File: src/rtl/fbp_pkg.sv
package fbp_pkg;

  typedef enum logic [3:0] {
    ST_IDLE,
    ST_CHECK,
    ST_FETCH,
    ST_RD_OLD,
    ST_CMP_OLD,
    ST_UNL0,
    ST_UNL1,
    ST_PCMD,
    ST_PDATA,
    ST_POLL_RD,
    ST_POLL_CAP,
    ST_NEXT,
    ST_FIN
  } fbp_state_e;

  typedef enum logic [1:0] {
    RES_OK     = 2'b00,
    RES_RANGE  = 2'b01,
    RES_FAULT  = 2'b10,
    RES_NOPROG = 2'b11
  } fbp_res_e;

  localparam logic [7:0]  UNLK_BYTE_A = 8'hAA;
  localparam logic [7:0]  UNLK_BYTE_B = 8'h55;
  localparam logic [7:0]  PROG_BYTE   = 8'hA0;
  localparam int unsigned CMD_ADDR_A  = 32'h555;
  localparam int unsigned CMD_ADDR_B  = 32'h2AA;
  localparam int unsigned FAULT_BIT   = 5;

endpackage

File: src/rtl/fbp_rst_sync.sv
module fbp_rst_sync (
  input  logic clk,
  input  logic rst_n,
  output logic rst_n_sync
);

  logic [1:0] sync_q;

  always_ff @(posedge clk or negedge rst_n) begin
    if (!rst_n) sync_q <= 2'b00;
    else        sync_q <= {sync_q[0], 1'b1};
  end

  assign rst_n_sync = sync_q[1];

endmodule

File: src/rtl/fbp_range.sv
module fbp_range #(
  parameter int AW        = 16,
  parameter int LW        = AW + 1,
  parameter int DEV_BYTES = 1 << AW
) (
  input  logic [AW-1:0] start,
  input  logic [LW-1:0] len,
  output logic          over
);

  localparam int SW = LW + 1;

  logic [SW-1:0] end_excl;
  logic [SW-1:0] limit;

  assign end_excl = {{(SW-AW){1'b0}}, start} + {1'b0, len};
  assign limit    = SW'(DEV_BYTES);
  assign over     = end_excl > limit;

endmodule

File: src/rtl/fbp_history.sv
module fbp_history #(
  parameter int W        = 8,
  parameter int DEPTH    = 4,
  parameter int FLAG_BIT = 5
) (
  input  logic         clk,
  input  logic         rst_n,
  input  logic         clr,
  input  logic         push,
  input  logic [W-1:0] din,
  output logic [W-1:0] last,
  output logic         prev_flag
);

  localparam int PW = $clog2(DEPTH);

  logic [W-1:0]  ent_q [DEPTH];
  logic [PW-1:0] wptr_q;
  logic [PW-1:0] wptr_d;
  logic          wptr_en;

  assign wptr_en = clr | push;
  assign wptr_d  = clr ? '0 : wptr_q + PW'(1);

  always_ff @(posedge clk or negedge rst_n) begin
    if (!rst_n)       wptr_q <= '0;
    else if (wptr_en) wptr_q <= wptr_d;
  end

  for (genvar g = 0; g < DEPTH; g++) begin : g_ent
    logic ent_en;
    assign ent_en = push && (wptr_q == PW'(g));
    always_ff @(posedge clk or negedge rst_n) begin
      if (!rst_n)      ent_q[g] <= '0;
      else if (ent_en) ent_q[g] <= din;
    end
  end

  logic [W-1:0] prev_ent;
  assign last      = ent_q[wptr_q - PW'(1)];
  assign prev_ent  = ent_q[wptr_q - PW'(2)];
  assign prev_flag = prev_ent[FLAG_BIT];

endmodule

File: src/rtl/fbp_ctrl.sv
module fbp_ctrl
  import fbp_pkg::*;
#(
  parameter int AW         = 16,
  parameter int LW         = AW + 1,
  parameter int POLL_LIMIT = 10000
) (
  input  logic          clk,
  input  logic          rst_n,
  input  logic          req_valid,
  output logic          req_ready,
  input  logic [AW-1:0] req_addr,
  input  logic [LW-1:0] req_len,
  input  logic          range_over,
  input  logic          dat_valid,
  output logic          dat_ready,
  input  logic [7:0]    dat_byte,
  output logic          fl_stb,
  output logic          fl_we,
  output logic [AW-1:0] fl_addr,
  output logic [7:0]    fl_wdata,
  input  logic [7:0]    fl_rdata,
  output logic          hist_clr,
  output logic          hist_push,
  input  logic [7:0]    hist_last,
  input  logic          hist_prev_flag,
  output logic          warn,
  output logic          done,
  output logic [1:0]    err_code,
  output logic [LW-1:0] bytes_done
);

  localparam int CW = $clog2(POLL_LIMIT + 1);
  localparam logic [CW-1:0] PCNT_LAST = CW'(POLL_LIMIT - 1);
  localparam logic [CW-1:0] PCNT_MIN  = CW'(2);

  fbp_state_e    state_q, state_d;
  logic [AW-1:0] addr_q, addr_d;
  logic [LW-1:0] rem_q, rem_d;
  logic [LW-1:0] cnt_q, cnt_d;
  logic [7:0]    byte_q, byte_d;
  logic          bad_q, bad_d;
  fbp_res_e      res_q, res_d;
  logic [CW-1:0] pcnt_q, pcnt_d;
  logic          warn_q, warn_d;
  logic          poll_end;

  assign poll_end = (pcnt_q >= PCNT_MIN) &&
                    ((fl_rdata == hist_last) || (pcnt_q >= PCNT_LAST));

  always_comb begin
    state_d   = state_q;
    addr_d    = addr_q;
    rem_d     = rem_q;
    cnt_d     = cnt_q;
    byte_d    = byte_q;
    bad_d     = bad_q;
    res_d     = res_q;
    pcnt_d    = pcnt_q;
    warn_d    = 1'b0;
    req_ready = 1'b0;
    dat_ready = 1'b0;
    fl_stb    = 1'b0;
    fl_we     = 1'b0;
    fl_addr   = addr_q;
    fl_wdata  = byte_q;
    hist_clr  = 1'b0;
    hist_push = 1'b0;
    done      = 1'b0;
    unique case (state_q)
      ST_IDLE: begin
        req_ready = 1'b1;
        if (req_valid) begin
          addr_d  = req_addr;
          rem_d   = req_len;
          cnt_d   = '0;
          bad_d   = range_over;
          res_d   = RES_OK;
          state_d = ST_CHECK;
        end
      end
      ST_CHECK: begin
        if (bad_q) begin
          res_d   = RES_RANGE;
          state_d = ST_FIN;
        end else if (rem_q == '0) begin
          state_d = ST_FIN;
        end else begin
          state_d = ST_FETCH;
        end
      end
      ST_FETCH: begin
        dat_ready = 1'b1;
        if (dat_valid) begin
          byte_d  = dat_byte;
          state_d = ST_RD_OLD;
        end
      end
      ST_RD_OLD: begin
        fl_stb  = 1'b1;
        state_d = ST_CMP_OLD;
      end
      ST_CMP_OLD: begin
        if (fl_rdata == byte_q) begin
          state_d = ST_NEXT;
        end else begin
          warn_d  = |(~fl_rdata & byte_q);
          state_d = ST_UNL0;
        end
      end
      ST_UNL0: begin
        fl_stb   = 1'b1;
        fl_we    = 1'b1;
        fl_addr  = AW'(CMD_ADDR_A);
        fl_wdata = UNLK_BYTE_A;
        state_d  = ST_UNL1;
      end
      ST_UNL1: begin
        fl_stb   = 1'b1;
        fl_we    = 1'b1;
        fl_addr  = AW'(CMD_ADDR_B);
        fl_wdata = UNLK_BYTE_B;
        state_d  = ST_PCMD;
      end
      ST_PCMD: begin
        fl_stb   = 1'b1;
        fl_we    = 1'b1;
        fl_addr  = AW'(CMD_ADDR_A);
        fl_wdata = PROG_BYTE;
        state_d  = ST_PDATA;
      end
      ST_PDATA: begin
        fl_stb   = 1'b1;
        fl_we    = 1'b1;
        hist_clr = 1'b1;
        pcnt_d   = '0;
        state_d  = ST_POLL_RD;
      end
      ST_POLL_RD: begin
        fl_stb  = 1'b1;
        state_d = ST_POLL_CAP;
      end
      ST_POLL_CAP: begin
        hist_push = 1'b1;
        pcnt_d    = pcnt_q + CW'(1);
        if (!poll_end) begin
          state_d = ST_POLL_RD;
        end else if (fl_rdata == byte_q) begin
          state_d = ST_NEXT;
        end else begin
          res_d   = hist_prev_flag ? RES_FAULT : RES_NOPROG;
          state_d = ST_FIN;
        end
      end
      ST_NEXT: begin
        cnt_d   = cnt_q + LW'(1);
        addr_d  = addr_q + AW'(1);
        rem_d   = rem_q - LW'(1);
        state_d = (rem_q == LW'(1)) ? ST_FIN : ST_FETCH;
      end
      ST_FIN: begin
        done    = 1'b1;
        state_d = ST_IDLE;
      end
      default: state_d = ST_IDLE;
    endcase
  end

  always_ff @(posedge clk or negedge rst_n) begin
    if (!rst_n) begin
      state_q <= ST_IDLE;
      addr_q  <= '0;
      rem_q   <= '0;
      cnt_q   <= '0;
      byte_q  <= '0;
      bad_q   <= 1'b0;
      res_q   <= RES_OK;
      pcnt_q  <= '0;
      warn_q  <= 1'b0;
    end else begin
      state_q <= state_d;
      addr_q  <= addr_d;
      rem_q   <= rem_d;
      cnt_q   <= cnt_d;
      byte_q  <= byte_d;
      bad_q   <= bad_d;
      res_q   <= res_d;
      pcnt_q  <= pcnt_d;
      warn_q  <= warn_d;
    end
  end

  assign warn       = warn_q;
  assign err_code   = res_q;
  assign bytes_done = cnt_q;

endmodule

File: src/rtl/flash_byte_prog.sv
module flash_byte_prog
  import fbp_pkg::*;
#(
  parameter int AW         = 16,
  parameter int DEV_BYTES  = 1 << AW,
  parameter int POLL_LIMIT = 10000,
  parameter int HIST_DEPTH = 4
) (
  input  logic          clk,
  input  logic          rst_n,
  input  logic          req_valid,
  output logic          req_ready,
  input  logic [AW-1:0] req_addr,
  input  logic [AW:0]   req_len,
  input  logic          dat_valid,
  output logic          dat_ready,
  input  logic [7:0]    dat_byte,
  output logic          fl_stb,
  output logic          fl_we,
  output logic [AW-1:0] fl_addr,
  output logic [7:0]    fl_wdata,
  input  logic [7:0]    fl_rdata,
  output logic          warn,
  output logic          done,
  output logic [1:0]    err_code,
  output logic [AW:0]   bytes_done
);

  localparam int LW = AW + 1;

  logic       rst_n_i;
  logic       range_over;
  logic       hist_clr;
  logic       hist_push;
  logic [7:0] hist_last;
  logic       hist_prev_flag;

  fbp_rst_sync u_rst (
    .clk        (clk),
    .rst_n      (rst_n),
    .rst_n_sync (rst_n_i)
  );

  fbp_range #(.AW(AW), .LW(LW), .DEV_BYTES(DEV_BYTES)) u_range (
    .start (req_addr),
    .len   (req_len),
    .over  (range_over)
  );

  fbp_history #(.W(8), .DEPTH(HIST_DEPTH), .FLAG_BIT(FAULT_BIT)) u_hist (
    .clk       (clk),
    .rst_n     (rst_n_i),
    .clr       (hist_clr),
    .push      (hist_push),
    .din       (fl_rdata),
    .last      (hist_last),
    .prev_flag (hist_prev_flag)
  );

  fbp_ctrl #(.AW(AW), .LW(LW), .POLL_LIMIT(POLL_LIMIT)) u_ctrl (
    .clk            (clk),
    .rst_n          (rst_n_i),
    .req_valid      (req_valid),
    .req_ready      (req_ready),
    .req_addr       (req_addr),
    .req_len        (req_len),
    .range_over     (range_over),
    .dat_valid      (dat_valid),
    .dat_ready      (dat_ready),
    .dat_byte       (dat_byte),
    .fl_stb         (fl_stb),
    .fl_we          (fl_we),
    .fl_addr        (fl_addr),
    .fl_wdata       (fl_wdata),
    .fl_rdata       (fl_rdata),
    .hist_clr       (hist_clr),
    .hist_push      (hist_push),
    .hist_last      (hist_last),
    .hist_prev_flag (hist_prev_flag),
    .warn           (warn),
    .done           (done),
    .err_code       (err_code),
    .bytes_done     (bytes_done)
  );

endmodule

File: config.mk
export PLATFORM = sky130hd
export DESIGN_NAME = flash_byte_prog
export DESIGN_NICKNAME = d
export VERILOG_FILES = /design/src/rtl/fbp_pkg.sv /design/src/rtl/fbp_rst_sync.sv /design/src/rtl/fbp_range.sv /design/src/rtl/fbp_history.sv /design/src/rtl/fbp_ctrl.sv /design/src/rtl/flash_byte_prog.sv
export SDC_FILE = /design/constraint.sdc
export NUM_CORES = 1
export LEC_CHECK = 0
export BUFFER_PORTS_ARGS = -buffer_cell sky130_fd_sc_hd__buf_2
export CAP_MARGIN = 10
export CORE_MARGIN = 5
export CORE_UTILIZATION = 55
export DETAILED_ROUTE_END_ITERATION = 6
export PLACE_DENSITY = 0.79
export SLEW_MARGIN = 5
export SYNTH_ARGS = -nofsm -noshare
export SYNTH_HDL_FRONTEND = slang
export SYNTH_HIERARCHICAL = 1
export SYNTH_SLANG_ARGS = --single-unit
export TNS_END_PERCENT = 100
File: constraint.sdc
create_clock -name clk -period 4.05 [get_ports clk]
set_input_delay 0.2025 -clock clk [delete_from_list [all_inputs] [get_ports clk]]
set_output_delay 0.2025 -clock clk [all_outputs]
set_load 0.02 [all_outputs]
; Word level (Yosys, flattened, before mapping)
; Cells that the tools add are included.
[totals]
regBits = 116
latchBits = 0
ram_bits = 0
romBits = 0
input_bits = 53
output_inout_bits = 49
word_cells = 117
memories = 0
[classes]
add_sub_neg = 8
mul = 0
n_div = 0
order_cmp = 5
eq_ne = 23
shift = 0
mux = 40
bitwise_logic = 5
n_reduce_logical = 21
[op_table]
columns = operator, count
row1 = 17-bit case mux with 2 select lines, 2
row2 = 16-bit case mux with 2 select lines, 2
row3 = 4-bit case mux with 12 select lines, 1
row4 = 17-bit two-way mux, 2
row5 = 8-bit binary-select mux with 2-bit select, 2
row6 = 4-bit two-way mux, 7
row7 = 14-bit case mux with 2 select lines, 1
row8 = 8-bit case mux with 3 select lines, 1
row9 = "4-bit equality test, second input constant", 5
row10 = 16-bit by 17-bit adder with 18-bit output, 1
row11 = "18-bit by 17-bit greater-than comparator with 1-bit output, second input constant", 1
row12 = "17-bit by 1-bit adder with 17-bit output, second input constant", 1
row13 = "17-bit by 1-bit equality test with 1-bit output, second input constant", 1
row14 = 17-bit zero test, 1
row15 = "17-bit by 1-bit subtractor with 17-bit output, second input constant", 1
row16 = "16-bit by 1-bit adder with 16-bit output, second input constant", 1
row17 = "4-bit by 3-bit equality test with 1-bit output, second input constant", 4
row18 = 8-bit equality test, 2
row19 = 16-bit two-way mux, 1
row20 = 8-bit two-way mux, 2
row21 = "14-bit by 1-bit adder with 14-bit output, second input constant", 1
row22 = "14-bit greater-or-equal comparator, second input constant", 1
row23 = "14-bit by 2-bit greater-or-equal comparator with 1-bit output, second input constant", 1
row24 = 6-bit two-way mux, 2
row25 = 30 further kinds, 58

; Logic depth before layout (Yosys ltp)
; Gate-level depths: netlist of run 1.
[logic_depth]
word_depth = 10
ltp_mapped = 13
mapped_depth_nobuf = 13

; By module
; Netlist of run 1, hierarchy kept.
[by_module_without_submodules]
columns = mod, instances, cells_per_inst, area_each_um2, seq_area_each_um2
row1 = fbp_ctrl, 1, 553, 4932.2, 2001.9
row2 = fbp_history, 1, 92, 1550.2, 850.8
row3 = fbp_range, 1, 114, 817.0, 0.0
row4 = fbp_rst_sync, 1, 3, 53.8, 50.0

; Worst setup path before layout of run 1
; OpenSTA, ideal clock, no wires.
[synth_path]
path_type = flip-flop to flip-flop
start = register u_hist.wptr_q[0]
end = register u_ctrl.res_q[0], in the netlist u_ctrl/err_code[0]
setup_ns = 0.094
t_arrival_ns = 2.558
required_time_ns = 3.956
slack_ns = 1.398
path_stages_with_launch = 11
n_path_buf = 2
synth_period_minus_slack_ns = 2.652
cell_sequence = dfrtp_1 -> buf_6 -> inv_1 -> ha_1 -> buf_2 -> mux4_2 -> xor2_1 -> nor4_1 -> a32oi_1 -> o311a_1 -> a211oi_1
[synth_via]
elab_chain_cells = 10
word_cells_on_any_way = 19
cone_classes = 2 x add/sub / 2 x eq/ne / 10 x mux / 2 x bitwise / 3 x reduce/logical
[synth_lines]
columns = item, line
row1 = start: declaration, fbp_history.sv:18  ; logic [PW-1:0] wptr_q;
row2 = start signal: assignment, fbp_history.sv:27  ; else if (wptr_en) wptr_q <= wptr_d;
row3 = 2-bit by 1-bit subtractor with 2-bit output, fbp_history.sv:40  ; assign last = ent_q[wptr_q - PW'(1)];
row4 = 2-bit NOT with 3-bit output (implied by the code), fbp_history.sv:40
row5 = 8-bit binary-select mux with 2-bit select, fbp_history.sv:40
row6 = 8-bit two-way mux (implied by the code) (2 in series), fbp_history.sv:40
row7 = net hist_last[5], flash_byte_prog.sv:35  ; logic [7:0] hist_last;
row8 = 8-bit equality test, fbp_ctrl.sv:49  ; ((fl_rdata == hist_last) || (pcnt_q >= PCNT_LAST));
row9 = 1-bit logical OR, fbp_ctrl.sv:49
row10 = 1-bit logical AND, fbp_ctrl.sv:48  ; assign poll_end = (pcnt_q >= PCNT_MIN) &&
row11 = 2-bit by 1-bit inequality test with 1-bit output (no source line), -
row12 = 5-bit AND reduction (no source line), -
row13 = end signal: assignment, fbp_ctrl.sv:187  ; res_q <= res_d;
row14 = end: declaration, fbp_ctrl.sv:43  ; fbp_res_e res_q, res_d;
; The timed path passes the listed nets, and every way through them passes these cells. The select of a mux whose other input is x is not followed.
; A chain may end at the register's enable or synchronous reset.

; Worst setup path in the final report of run 1
; Same ends and word-level chain as after synthesis.

==> summary.txt, run 1 <==
Status
  – Outcome: completed

Floorplanning
  – Height of the die: 126 µm
  – Die W: 126 µm
  – Count of standard-cell rows: 42
  – Starting Density: 55.7%
  – I/O Pins: 102
  – Floorplan Core Area: 0.0132 mm²
  – Overall die area: 0.0158 mm²

Clocking
  – CTS tree: done
  – Buffer levels on the longest clock path: 2
  – Cell at the root of the clock tree: clkbuf_16
  – CTS Buf Count: 17
  – Clock insertion delay at the later pin of the skew report: 0.41 ns
  – Number of H-tree branching levels: 4
  – Sink count of the clock tree: 116
  – Resized cells post-CTS: 0
  – Clk slew on worst S/H paths: 0.06 ns

STA
  – Maximum clock skew at final layout: 0.00736 ns
  – RSZ-0062 raised after global routing: false
  – Tcrit/Tclk final: 81.6%
  – Max Fclk: 303 MHz
  – Minimum setup slack in the final design: 0.746 ns
  – Post-route setup TNS: 0 ns
  – Final number of hold-violating endpoints: 0
  – Fin crit period: 3.30 ns
  – Remaining max-slew budget at the tightest pin: 41.1%
  – Setup-failing EPs final: 0
  – Pin slew with the least headroom to its limit: 0.880 ns
  – Final Max Slew Viols: 0

Yosys
  – Most frequently used flop master after synthesis: dfrtp_1
  – Async set or reset register ratio after synthesis: 100%
  – Number of enable-type register cells in the synthesized netlist: 0
  – Ys Warns: 6
  – Mapped Avg Cell Area: 9.65 µm²
  – Post-synthesis instance area: 0.00735 mm²
  – Net count after synthesis: 850
  – Sequential cell area fraction in the yosys report: 39.5%
  – Number of instances in the synthesized netlist: 762
  – Library cells used by synthesis: 75
  – Register bit total from synthesis: 116

Hold path
  – Path class of the lowest-slack min-delay path: input pin to register

Drt
  – Number of optimization iterations in the first detailed-route pass: 6
  – DR vias: 6413
  – Number of vias per cell: 6.12
  – DRC: 0
  – Per-cell routed wire length: 18.2 µm
  – Initial drt markers: 623
  – Number of nets still failing antenna checks after routing: 0
  – Overall routed net length: 19100 µm

Setup path
  – Largest fanout on the critical path: 13
  – Crit path kind: register to register
  – Critical Path Source Type: register
  – Required time of the worst setup path: 4.37 ns
  – Crit path capture type: register
  – Arr. time, crit path: 3.63 ns

Power
  – Static Leak: 3.91 nW
  – Power Density: 665 mW/mm²
  – Worst supply voltage drop on vdd: 0.482 mV
  – Post-layout total power: 0.00569 W

Cells and area
  – Util after Layout: 64.9%
  – Count of antenna diodes in the layout: 0
  – Fraction of layout instances using a drive strength above 1: 24.9%
  – Growth of design area from synthesis to finish: 16.5%
  – Non-filler cells in the finished layout: 1048
  – Nets: 947

Global routing
  – Initial antenna violation count: 0
  – Largest net degree at the start of global routing: 52
  – Gr usage total: 24.1%
  – Total global routing overflow: 0
  – Number of global-route vias before repair: 6010
  – Global-route wire length before repair: 31100 µm

Place
  – Final RePlAce weighted congestion: 0.892
  – Dpl hpwl: 13700 µm
  – Inst Count DP: 1015
  – Worst slack at placement: 0.762 ns
  – Buffers on Ports: 101

Job
  – Maximum capacitance violations: 0
synthesized netlist by cell type, drive strengths merged (5+ instances only):
| master | n | share of area [%] |
|---|---|---|
| o31ai | 6 | 0.68 |
| nand4 | 12 | 1.0 |
| xnor2 | 9 | 1.1 |
| mux2i | 15 | 2.0 |
| nor2b | 11 | 0.94 |
| nand2 | 88 | 4.7 |
| mux4 | 9 | 2.8 |
| o311ai | 10 | 1.2 |
| o211ai | 13 | 1.3 |
| mux2 | 40 | 6.1 |
| o21ai | 43 | 2.9 |
| nor3 | 22 | 1.6 |
| buf | 18 | 1.5 |
| nand2b | 7 | 0.60 |
| a221o | 7 | 0.95 |
| and3 | 15 | 1.3 |
| dfrtp | 116 | 39 |
| a21oi | 29 | 2.1 |
| nor2 | 66 | 3.4 |
| a21o | 14 | 1.4 |
| xor2 | 10 | 1.2 |
| a22oi | 5 | 0.51 |
| nor4 | 17 | 2.3 |
| ha | 34 | 5.8 |
| clkbuf | 11 | 0.56 |
| nand3 | 36 | 2.8 |
| inv | 24 | 1.2 |
| a31oi | 11 | 0.94 |
| and2 | 6 | 0.51 |
cell type report:
| type | count | area [µm²] |
|---|---|---|
| inverter | 25 | 93.8 |
| multi-input combinational | 592 | 4200 |
| sequential | 116 | 2910 |
| clock buffer | 21 | 460 |
| timing repair buffer | 107 | 553 |
| tap | 176 | 220 |
| fill | 1080 | 4630 |
| clock inverter | 11 | 126 |
per-stage QoR:
step,instance area [µm²],hold WS [ns]
after floorplan,7350,-0.0931
after global placement,7970,-0.00953
after detailed placement,7970,-0.00693
after CTS,8560,0.00883
after global routing,8560,0.00696
final,8560,0.0192
worst max-delay path: stages, from the launching register on:
cell and delay [ns]:
dfrtp_1 0.73, inv_1 0.16, ha_1 0.55, mux4_2 0.56
xor2_1 0.17, nor4_1 0.28, a32oi_1 0.19, o311a_1 0.36
a211oi_1 0.21
cell usage in the layout (no fill, tap or decap), drive strengths merged, types with 5 or more instances in the layout:
master,netlist,routed
a21o,14,14
a21oi,29,29
a221o,7,7
a22oi,5,5
a31oi,11,11
and2,6,6
and3,15,15
buf,18,106
clkbuf,11,21
dfrtp,116,116
ha,34,34
inv,24,26
mux2,40,40
mux2i,15,15
mux4,9,9
nand2,88,88
nand2b,7,7
nand3,36,36
nand4,12,12
nor2,66,66
nor2b,11,11
nor3,22,22
nor4,17,17
o211ai,13,13
o21ai,43,43
o311ai,10,10
o31ai,6,6
xnor2,9,9
xor2,10,10
routing by layer:
metal | part of all wire [%] | wire length (µm) | track usage (%) | vias to the layer above
met2 | 44 | 8470 | 35.7 | 240
met5 | 0 | 0 | 0 | -
met1 | 46 | 8760 | 34.7 | 3097
met3 | 6.6 | 1260 | 5.67 | 40
met4 | 3.0 | 580 | 8.99 | 0
li1 | - | - | - | 3036
sequential cells by signal, indices dropped and copies added, names as in the netlist:
| name | cells |
|---|---|
| u_ctrl/state_q | 4 |
| u_ctrl/warn | 1 |
| u_ctrl/pcnt_q | 14 |
| u_ctrl/bad_q | 1 |
| u_rst/sync_q | 2 |
| u_ctrl/rem_q | 17 |
| u_ctrl/addr_q | 16 |
| u_hist/ent_q | 32 |
| u_ctrl/err_code | 2 |
| u_ctrl/bytes_done | 17 |
| u_hist/wptr_q | 2 |
| u_ctrl/byte_q | 8 |
repair_timing:
action	CTS	global route
hold buffers	1	0
setup endpoints to repair	0	0
buffers inserted	0	0
hold endpoints to repair	2	0
report_power, final:
part	internal (W)	total, W	switching [W]
sequential	0.00152	0.00199	0.000466
clock	0.000939	0.00148	0.000544
combinational	0.000947	0.00222	0.00127
total	0.00341	0.00569	0.00228
cell families after synthesis:
group	after synthesis	share of synthesized area, %
other	1	0.0510
and+or+nand+nor	300	21.4
DFF	116	39.5
adders and majority gates	35	6.06
xor gates and xnor gates	19	2.26
buffers and inverters	54	3.35
muxes	64	11.0
AOI/OAI and AO/OA	173	16.4
path summary, 6_finish.rpt:
path,slack (ns),startpoint,cells past startpoint,end
max,0.75,u_hist/wptr_q[0],8,u_ctrl/err_code[0]
min reg2reg,0.35,u_rst/sync_q[0],0,u_rst/sync_q[1]
min,0.02,dat_byte[0],2,u_ctrl/byte_q[0]
max reg2reg,0.75,u_hist/wptr_q[0],8,u_ctrl/err_code[0]
min in group asynchronous,0.11,rst_n,2,u_rst/sync_q[1]
max in group asynchronous,2.77,u_rst/sync_q[1],1,u_hist/ent_q[7]
Power figures use the tool's default switching activity.
==> run 2, diff against run 1 <==
--- a/config.mk
+++ b/config.mk
@@ -5,12 +5,13 @@
 export SDC_FILE = /design/constraint.sdc
 export NUM_CORES = 1
 export LEC_CHECK = 0
+export ABC_AREA = 1
 export BUFFER_PORTS_ARGS = -buffer_cell sky130_fd_sc_hd__buf_2
 export CAP_MARGIN = 10
 export CORE_MARGIN = 5
-export CORE_UTILIZATION = 55
+export CORE_UTILIZATION = 54
 export DETAILED_ROUTE_END_ITERATION = 6
-export PLACE_DENSITY = 0.79
+export PLACE_DENSITY = 0.8
 export SLEW_MARGIN = 5
 export SYNTH_ARGS = -nofsm -noshare
 export SYNTH_HDL_FRONTEND = slang
==> constraint.sdc (replaced) <==
create_clock -name clk -period 2.7 [get_ports clk]
set_input_delay 0.135 -clock clk [delete_from_list [all_inputs] [get_ports clk]]
set_output_delay 0.135 -clock clk [all_outputs]
set_load 0.02 [all_outputs]
==> run 2 against run 1 <==
Compared with the run above:
- die area up 10%
- critical path type unchanged
- via count is 26% higher
- combinational power rose by 96%
- largest power group unchanged
- highest routed layer unchanged
- core utilization about the same
==> summary.txt, run 2 <==
Drt
  – Overall routed net length: 22400 µm
  – DR vias: 8049
  – Number of optimization iterations in the first detailed-route pass: 6
  – Initial drt markers: 781
  – Number of vias per cell: 5.41
  – Number of nets still failing antenna checks after routing: 0
  – DRC: 0
  – Per-cell routed wire length: 15.0 µm

STA
  – Fin crit period: 2.44 ns
  – Final number of hold-violating endpoints: 0
  – Maximum clock skew at final layout: 0.00860 ns
  – Pin slew with the least headroom to its limit: 0.673 ns
  – Final Max Slew Viols: 0
  – Worst Hold Margin: 0.0184 ns
  – Max Fclk: 411 MHz
  – Remaining max-slew budget at the tightest pin: 55.2%
  – RSZ-0062 raised after global routing: false
  – Post-route setup TNS: 0 ns
  – Setup-failing EPs final: 0
  – Tcrit/Tclk final: 90.2%

Cells and area
  – Most frequent cells in the layout: nand2_1 (361), inv_1 (203), dfrtp_1 (115)
  – Largest Register: u_hist/ent_q
  – Count of antenna diodes in the layout: 0
  – Fraction of layout instances using a drive strength above 1: 14.3%
  – Growth of design area from synthesis to finish: 17.8%
  – Final Cell Area: 0.00948 mm²
  – Flip-flop count of the largest register, all copies and words added: 32
  – Leading cell type in the layout, fill and taps excluded: nand2_1
  – Util after Layout: 65.0%
  – Nets: 1381

Yosys
  – Most frequently used flop master after synthesis: dfrtp_1
  – Net count after synthesis: 1261
  – Mapped Avg Cell Area: 6.86 µm²
  – Ranking of synthesized cells by area: dfrtp_1 (36%), nand2_1 (17%), inv_1 (9.5%)
  – Number of instances in the synthesized netlist: 1173
  – Sequential cell area fraction in the yosys report: 36.1%
  – Largest area contributor in the netlist: dfrtp_1
  – Number of enable-type register cells in the synthesized netlist: 0
  – Post-synthesis instance area: 0.00804 mm²
  – Most used standard cell by instance count after synthesis: nand2_1
  – Library cells used by synthesis: 49
  – Ys Warns: 6
  – Register bit total from synthesis: 116
  – Synth cell count leaders: nand2_1 (361), inv_1 (203), dfrtp_1 (116)
  – Proportion of netlist area held by the largest area contributor: 36.1%
  – Async set or reset register ratio after synthesis: 100%

Floorplanning
  – Overall die area: 0.0174 mm²
  – Count of standard-cell rows: 44
  – Die W: 132 µm
  – Height of the die: 132 µm
  – Floorplan Core Area: 0.0146 mm²
  – Starting Density: 55.1%
  – I/O Pins: 102

Clocking
  – Cts hold-fix bufs: 17
  – CTS tree: done
  – CTS Buf Count: 17
  – Cell at the root of the clock tree: clkbuf_16
  – Clock insertion delay at the later pin of the skew report: 0.42 ns
  – Buffer levels on the longest clock path: 2
  – Clk slew on worst S/H paths: 0.06 ns
  – Number of H-tree branching levels: 4
  – Number of buffers added for setup after CTS: 0
  – Sink count of the clock tree: 116
  – Resized cells post-CTS: 0

Global routing
  – Total global routing overflow: 0
  – Global-route wire length before repair: 37200 µm
  – Initial antenna violation count: 0
  – Number of global-route vias before repair: 7639
  – Largest net degree at the start of global routing: 49
  – Gr usage total: 25.8%

Power
  – Power Density: 1010 mW/mm²
  – Static Leak: 5.23 nW
  – Worst supply voltage drop on vdd: 0.837 mV

Setup path
  – Launch instance of the worst register-to-register path: u_hist/wptr_q[1]
  – Critical path startpoint: u_hist/wptr_q[1]
  – Arr. time, crit path: 2.74 ns
  – Critical Path Source Type: register
  – FF-to-FF path depth: 17
  – Crit path kind: register to register
  – Crit path capture type: register
  – Required time of the worst setup path: 3.01 ns
  – Largest fanout on the critical path: 10

Place
  – DP Area: 0.00870 mm²
  – Final RePlAce weighted congestion: 0.924
  – Dpl hpwl: 16500 µm
  – Buffers on Ports: 101

Job
  – Maximum capacitance violations: 0

Hold path
  – Path class of the lowest-slack min-delay path: input pin to async pin

Status
  – Outcome: completed
## run 2: final cells by class
class	instances	area, µm²
Timing Repair Buffer	128	763
Clock buffer	19	453
Inverter	208	781
Fill cell	1228	5110
Sequential cell	116	2910
Tap cell	184	230
Multi-Input combinational cell	822	4190
Clock inverter	11	154
## run 2: logic make-up after synthesis
logic type,synth area share [%]
buffers and inverters,11.8
AO/OA/AOI/OAI,11.7
other,0.0466
adder cells (fa/ha/maj),5.54
XOR/XNOR,1.74
flip-flops,36.1
multiplexers,1.12
AND/OR/NAND/NOR,32.0
## run 2: layer usage
metal	track usage (%)	share of wire [%]	up-vias
met5	0	0	-
met4	8.69	2.4	0
met3	5.61	8.0	44
met2	42.0	47	382
met1	34.3	43	3662
li1	-	-	3961
## run 2: stage by stage
stage               power [W]  std cells  setup WS, ns
global route           0.0103       1488        0.0518
floorplan             0.00603       1173         0.306
global placement      0.00707       1441         0.497
finish                0.00961       1488         0.265
detailed placement    0.00718       1441         0.387
CTS                   0.00959       1488         0.305
## run 2: critical path: stages, from the launching register on
cell,delay [ns]
dfrtp_1,0.39
inv_1,0.10
ha_1,0.51
inv_1,0.23
nand3_1,0.13
nand2_1,0.07
inv_1,0.07
nand2_1,0.06
nand2_1,0.08
nand2_1,0.07
nor2_1,0.11
nand2_1,0.08
nand2_1,0.06
nand2_1,0.07
nand2_1,0.10
nand2_1,0.08
nand2_1,0.06
nand2_1,0.04
## run 2: power breakdown
group	total [W]	leakage, nW	internal [W]	switching (W)
registers	0.00294	1.41	0.00240	0.000540
clock network	0.00232	0.280	0.00149	0.000824
logic	0.00436	3.54	0.00153	0.00282
## run 2: path summary, 6_finish.rpt
| kind | endpoint | slack (ns) |
|---|---|---|
| setup / recovery | u_ctrl/err_code[0] | 0.26 |
| hold / removal | u_rst/sync_q[1] | 0.02 |
| setup reg to reg | u_ctrl/err_code[0] | 0.26 |
| hold reg to reg | u_rst/sync_q[1] | 0.36 |
| max in group asynchronous | u_ctrl/addr_q[6] | 1.65 |
| min in group clk | u_ctrl/addr_q[12] | 0.02 |
==> run 3, diff against run 2 <==
--- a/config.mk
+++ b/config.mk
@@ -9,12 +9,11 @@
 export BUFFER_PORTS_ARGS = -buffer_cell sky130_fd_sc_hd__buf_2
 export CAP_MARGIN = 10
 export CORE_MARGIN = 5
-export CORE_UTILIZATION = 54
+export CORE_UTILIZATION = 53
 export DETAILED_ROUTE_END_ITERATION = 6
-export PLACE_DENSITY = 0.8
+export PLACE_DENSITY = 0.79
 export SLEW_MARGIN = 5
 export SYNTH_ARGS = -nofsm -noshare
 export SYNTH_HDL_FRONTEND = slang
-export SYNTH_HIERARCHICAL = 1
 export SYNTH_SLANG_ARGS = --single-unit
 export TNS_END_PERCENT = 100
==> run 3 against run 2 <==
Compared with the run above:
- largest power group unchanged
- routed wire length decreased by 6.2%
- clock-buffer cell count decreased by 2
- synthesized area decreased by 5.8%
- clock skew increased by 0.00088 ns
- core utilization increased by 0.53 points
- cell count decreased by 7.2%
- critical path type unchanged
- combinational power decreased by 7.1%
- synthesized cell count decreased by 10%
- design area decreased by 3.7%
- largest cell class unchanged
==> summary.txt, run 3 <==
Power
  – Static Leak: 4.72 nW
  – Power Density: 1010 mW/mm²
  – Post-layout total power: 0.00922 W
  – Worst supply voltage drop on vdd: 0.603 mV

STA
  – Max Fclk: 430 MHz
  – RSZ-0062 raised after global routing: false
  – Fin crit period: 2.32 ns
  – Minimum setup slack in the final design: 0.376 ns
  – Pin slew with the least headroom to its limit: 0.531 ns
  – Final Max Slew Viols: 0
  – Final number of hold-violating endpoints: 0
  – Worst Hold Margin: 0.0182 ns
  – Setup-failing EPs final: 0
  – Post-route setup TNS: 0 ns
  – Maximum clock skew at final layout: 0.00948 ns
  – Tcrit/Tclk final: 86.1%
  – Remaining max-slew budget at the tightest pin: 64.6%

Cells and area
  – Growth of design area from synthesis to finish: 20.5%
  – Leading cell type in the layout, fill and taps excluded: nand2_1
  – Flip-flop count of the largest register, all copies and words added: 32
  – Non-filler cells in the finished layout: 1381
  – Count of antenna diodes in the layout: 0
  – Largest Register: u_hist.ent_q
  – Fraction of layout instances using a drive strength above 1: 15.7%
  – Nets: 1276
  – Most frequent cells in the layout: nand2_1 (307), inv_1 (139), dfrtp_1 (115)

Clocking
  – CTS tree: done
  – Cell at the root of the clock tree: clkbuf_16
  – Sink count of the clock tree: 116
  – Buffer levels on the longest clock path: 2
  – Clock insertion delay at the later pin of the skew report: 0.42 ns
  – Clk slew on worst S/H paths: 0.06 ns
  – Number of H-tree branching levels: 4
  – Number of buffers added for setup after CTS: 0
  – Cts hold-fix bufs: 29
  – Resized cells post-CTS: 0
  – CTS Buf Count: 17

Place
  – Worst slack at placement: 0.461 ns
  – Dpl hpwl: 15100 µm
  – Inst Count DP: 1320
  – Final RePlAce weighted congestion: 0.920
  – Buffers on Ports: 101

Yosys
  – Proportion of netlist area held by the largest area contributor: 38.3%
  – Synth cell count leaders: nand2_1 (307), inv_1 (139), dfrtp_1 (116)
  – Net count after synthesis: 1139
  – Most frequently used flop master after synthesis: dfrtp_1
  – Ys Warns: 0
  – Async set or reset register ratio after synthesis: 100%
  – Ranking of synthesized cells by area: dfrtp_1 (38%), nand2_1 (15%), inv_1 (6.9%)
  – Sequential cell area fraction in the yosys report: 38.3%
  – Number of enable-type register cells in the synthesized netlist: 0
  – Library cells used by synthesis: 44
  – Register bit total from synthesis: 116
  – Post-synthesis instance area: 0.00757 mm²
  – Mapped Avg Cell Area: 7.21 µm²
  – Most used standard cell by instance count after synthesis: nand2_1
  – Largest area contributor in the netlist: dfrtp_1
  – Number of instances in the synthesized netlist: 1051

Drt
  – Initial drt markers: 657
  – DRC: 0
  – Overall routed net length: 21000 µm
  – Number of vias per cell: 5.52
  – Number of nets still failing antenna checks after routing: 0
  – Per-cell routed wire length: 15.2 µm
  – DR vias: 7623
  – Number of optimization iterations in the first detailed-route pass: 5

Floorplanning
  – Count of standard-cell rows: 43
  – Die W: 130 µm
  – Floorplan Core Area: 0.0139 mm²
  – Overall die area: 0.0168 mm²
  – Height of the die: 130 µm
  – Starting Density: 54.4%
  – I/O Pins: 102

Global routing
  – Initial antenna violation count: 0
  – Gr usage total: 25.9%
  – Largest net degree at the start of global routing: 52
  – Total global routing overflow: 0
  – Global-route wire length before repair: 34900 µm
  – Number of global-route vias before repair: 7291

Hold path
  – Hold depth: 3
  – Path class of the lowest-slack min-delay path: input pin to register

Setup path
  – Largest fanout on the critical path: 22
  – Crit path kind: register to register
  – Required time of the worst setup path: 3.00 ns
  – FF-to-FF path depth: 15
  – Arr. time, crit path: 2.63 ns
  – Critical Path Source Type: register
  – Crit path capture type: register

Status
  – Outcome: completed

Job
  – Maximum capacitance violations: 0
## run 3: cell count changes in the layout (fill, tap and decap cells not counted), moves of 8 or more
cell           previous run  this run
inv_1                   203       139
nand2_1                 361       307
o21ai_1                  27         2
o211ai_1                 12        29
o21ai_0                  61        74
dlygate4sd3_1            17        29
a21oi_1                  24        32
nor2_1                   88        80
o21ai_2                   8         0
## run 3: layout make-up
class / count / area [µm²]
Sequential cell: 116 / 2910
Fill cell: 1197 / 4810
Clock inverter: 15 / 133
Timing Repair Buffer: 143 / 906
Multi-Input combinational cell: 761 / 3970
Inverter: 149 / 562
Clock buffer: 17 / 425
Tap cell: 180 / 225
## run 3: worst paths after layout
kind	startpoint	to	slack, ns
setup / recovery	u_hist.wptr_q[0]	u_ctrl.err_code[1]	0.38
hold / removal	req_addr[3]	u_ctrl.addr_q[3]	0.02
setup reg to reg	u_hist.wptr_q[0]	u_ctrl.err_code[1]	0.38
hold reg to reg	u_rst.sync_q[1]	u_ctrl.byte_q[5]	0.31
max in group asynchronous	u_rst.sync_q[1]	u_ctrl.pcnt_q[13]	1.63
min in group asynchronous	rst_n	u_rst.sync_q[1]	0.08
## run 3: metrics by stage
stage	instance area (µm²)	util, %
after floorplan	7580	-
after global placement	8280	59.4
after detailed placement	8280	59.4
after CTS	9130	65.5
after global routing	9130	65.5
final	9130	65.5
## run 3: logic make-up (layout without fill, tap and decap cells)
family | after synthesis | in the layout | share of synthesized area [%]
and+or+nand+nor | 532 | 532 | 30.0
buffers and inverters | 174 | 324 | 9.28
AOI/OAI and AO/OA | 169 | 169 | 13.4
DFF | 116 | 116 | 38.3
adders and majority gates | 35 | 35 | 5.88
xor gates and xnor gates | 15 | 15 | 1.73
muxes | 9 | 9 | 1.30
other | 1 | 1 | 0.0495
## run 3: critical path, cell delays in order, from the launching register on
cell and delay, ns:
dfrtp_1 0.40, inv_4 0.18, ha_1 0.39, inv_2 0.20
nand3_1 0.09, nand2_1 0.08, xor2_1 0.18, nand2_1 0.11
nor2_2 0.11, nand2_2 0.09, nand2_2 0.07, nand3_2 0.06
nand2_2 0.08, nand2_2 0.06, nand2_1 0.06, nand2_1 0.04
## run 3: per-layer routing
metal | share of wire [%] | wire [µm] | global-route usage [%] | vias up
met4 | 1.7 | 355 | 8.56 | 0
li1 | - | - | - | 3734
met2 | 47 | 9940 | 42.2 | 292
met3 | 7.4 | 1550 | 6.06 | 33
met1 | 44 | 9140 | 34.4 | 3564
met5 | 0 | 0 | 0 | -
## run 3: power by group
group	switching (W)	total [W]	internal, W
sequential	0.000597	0.00303	0.00243
clock	0.000871	0.00214	0.00127
combinational	0.00262	0.00405	0.00144
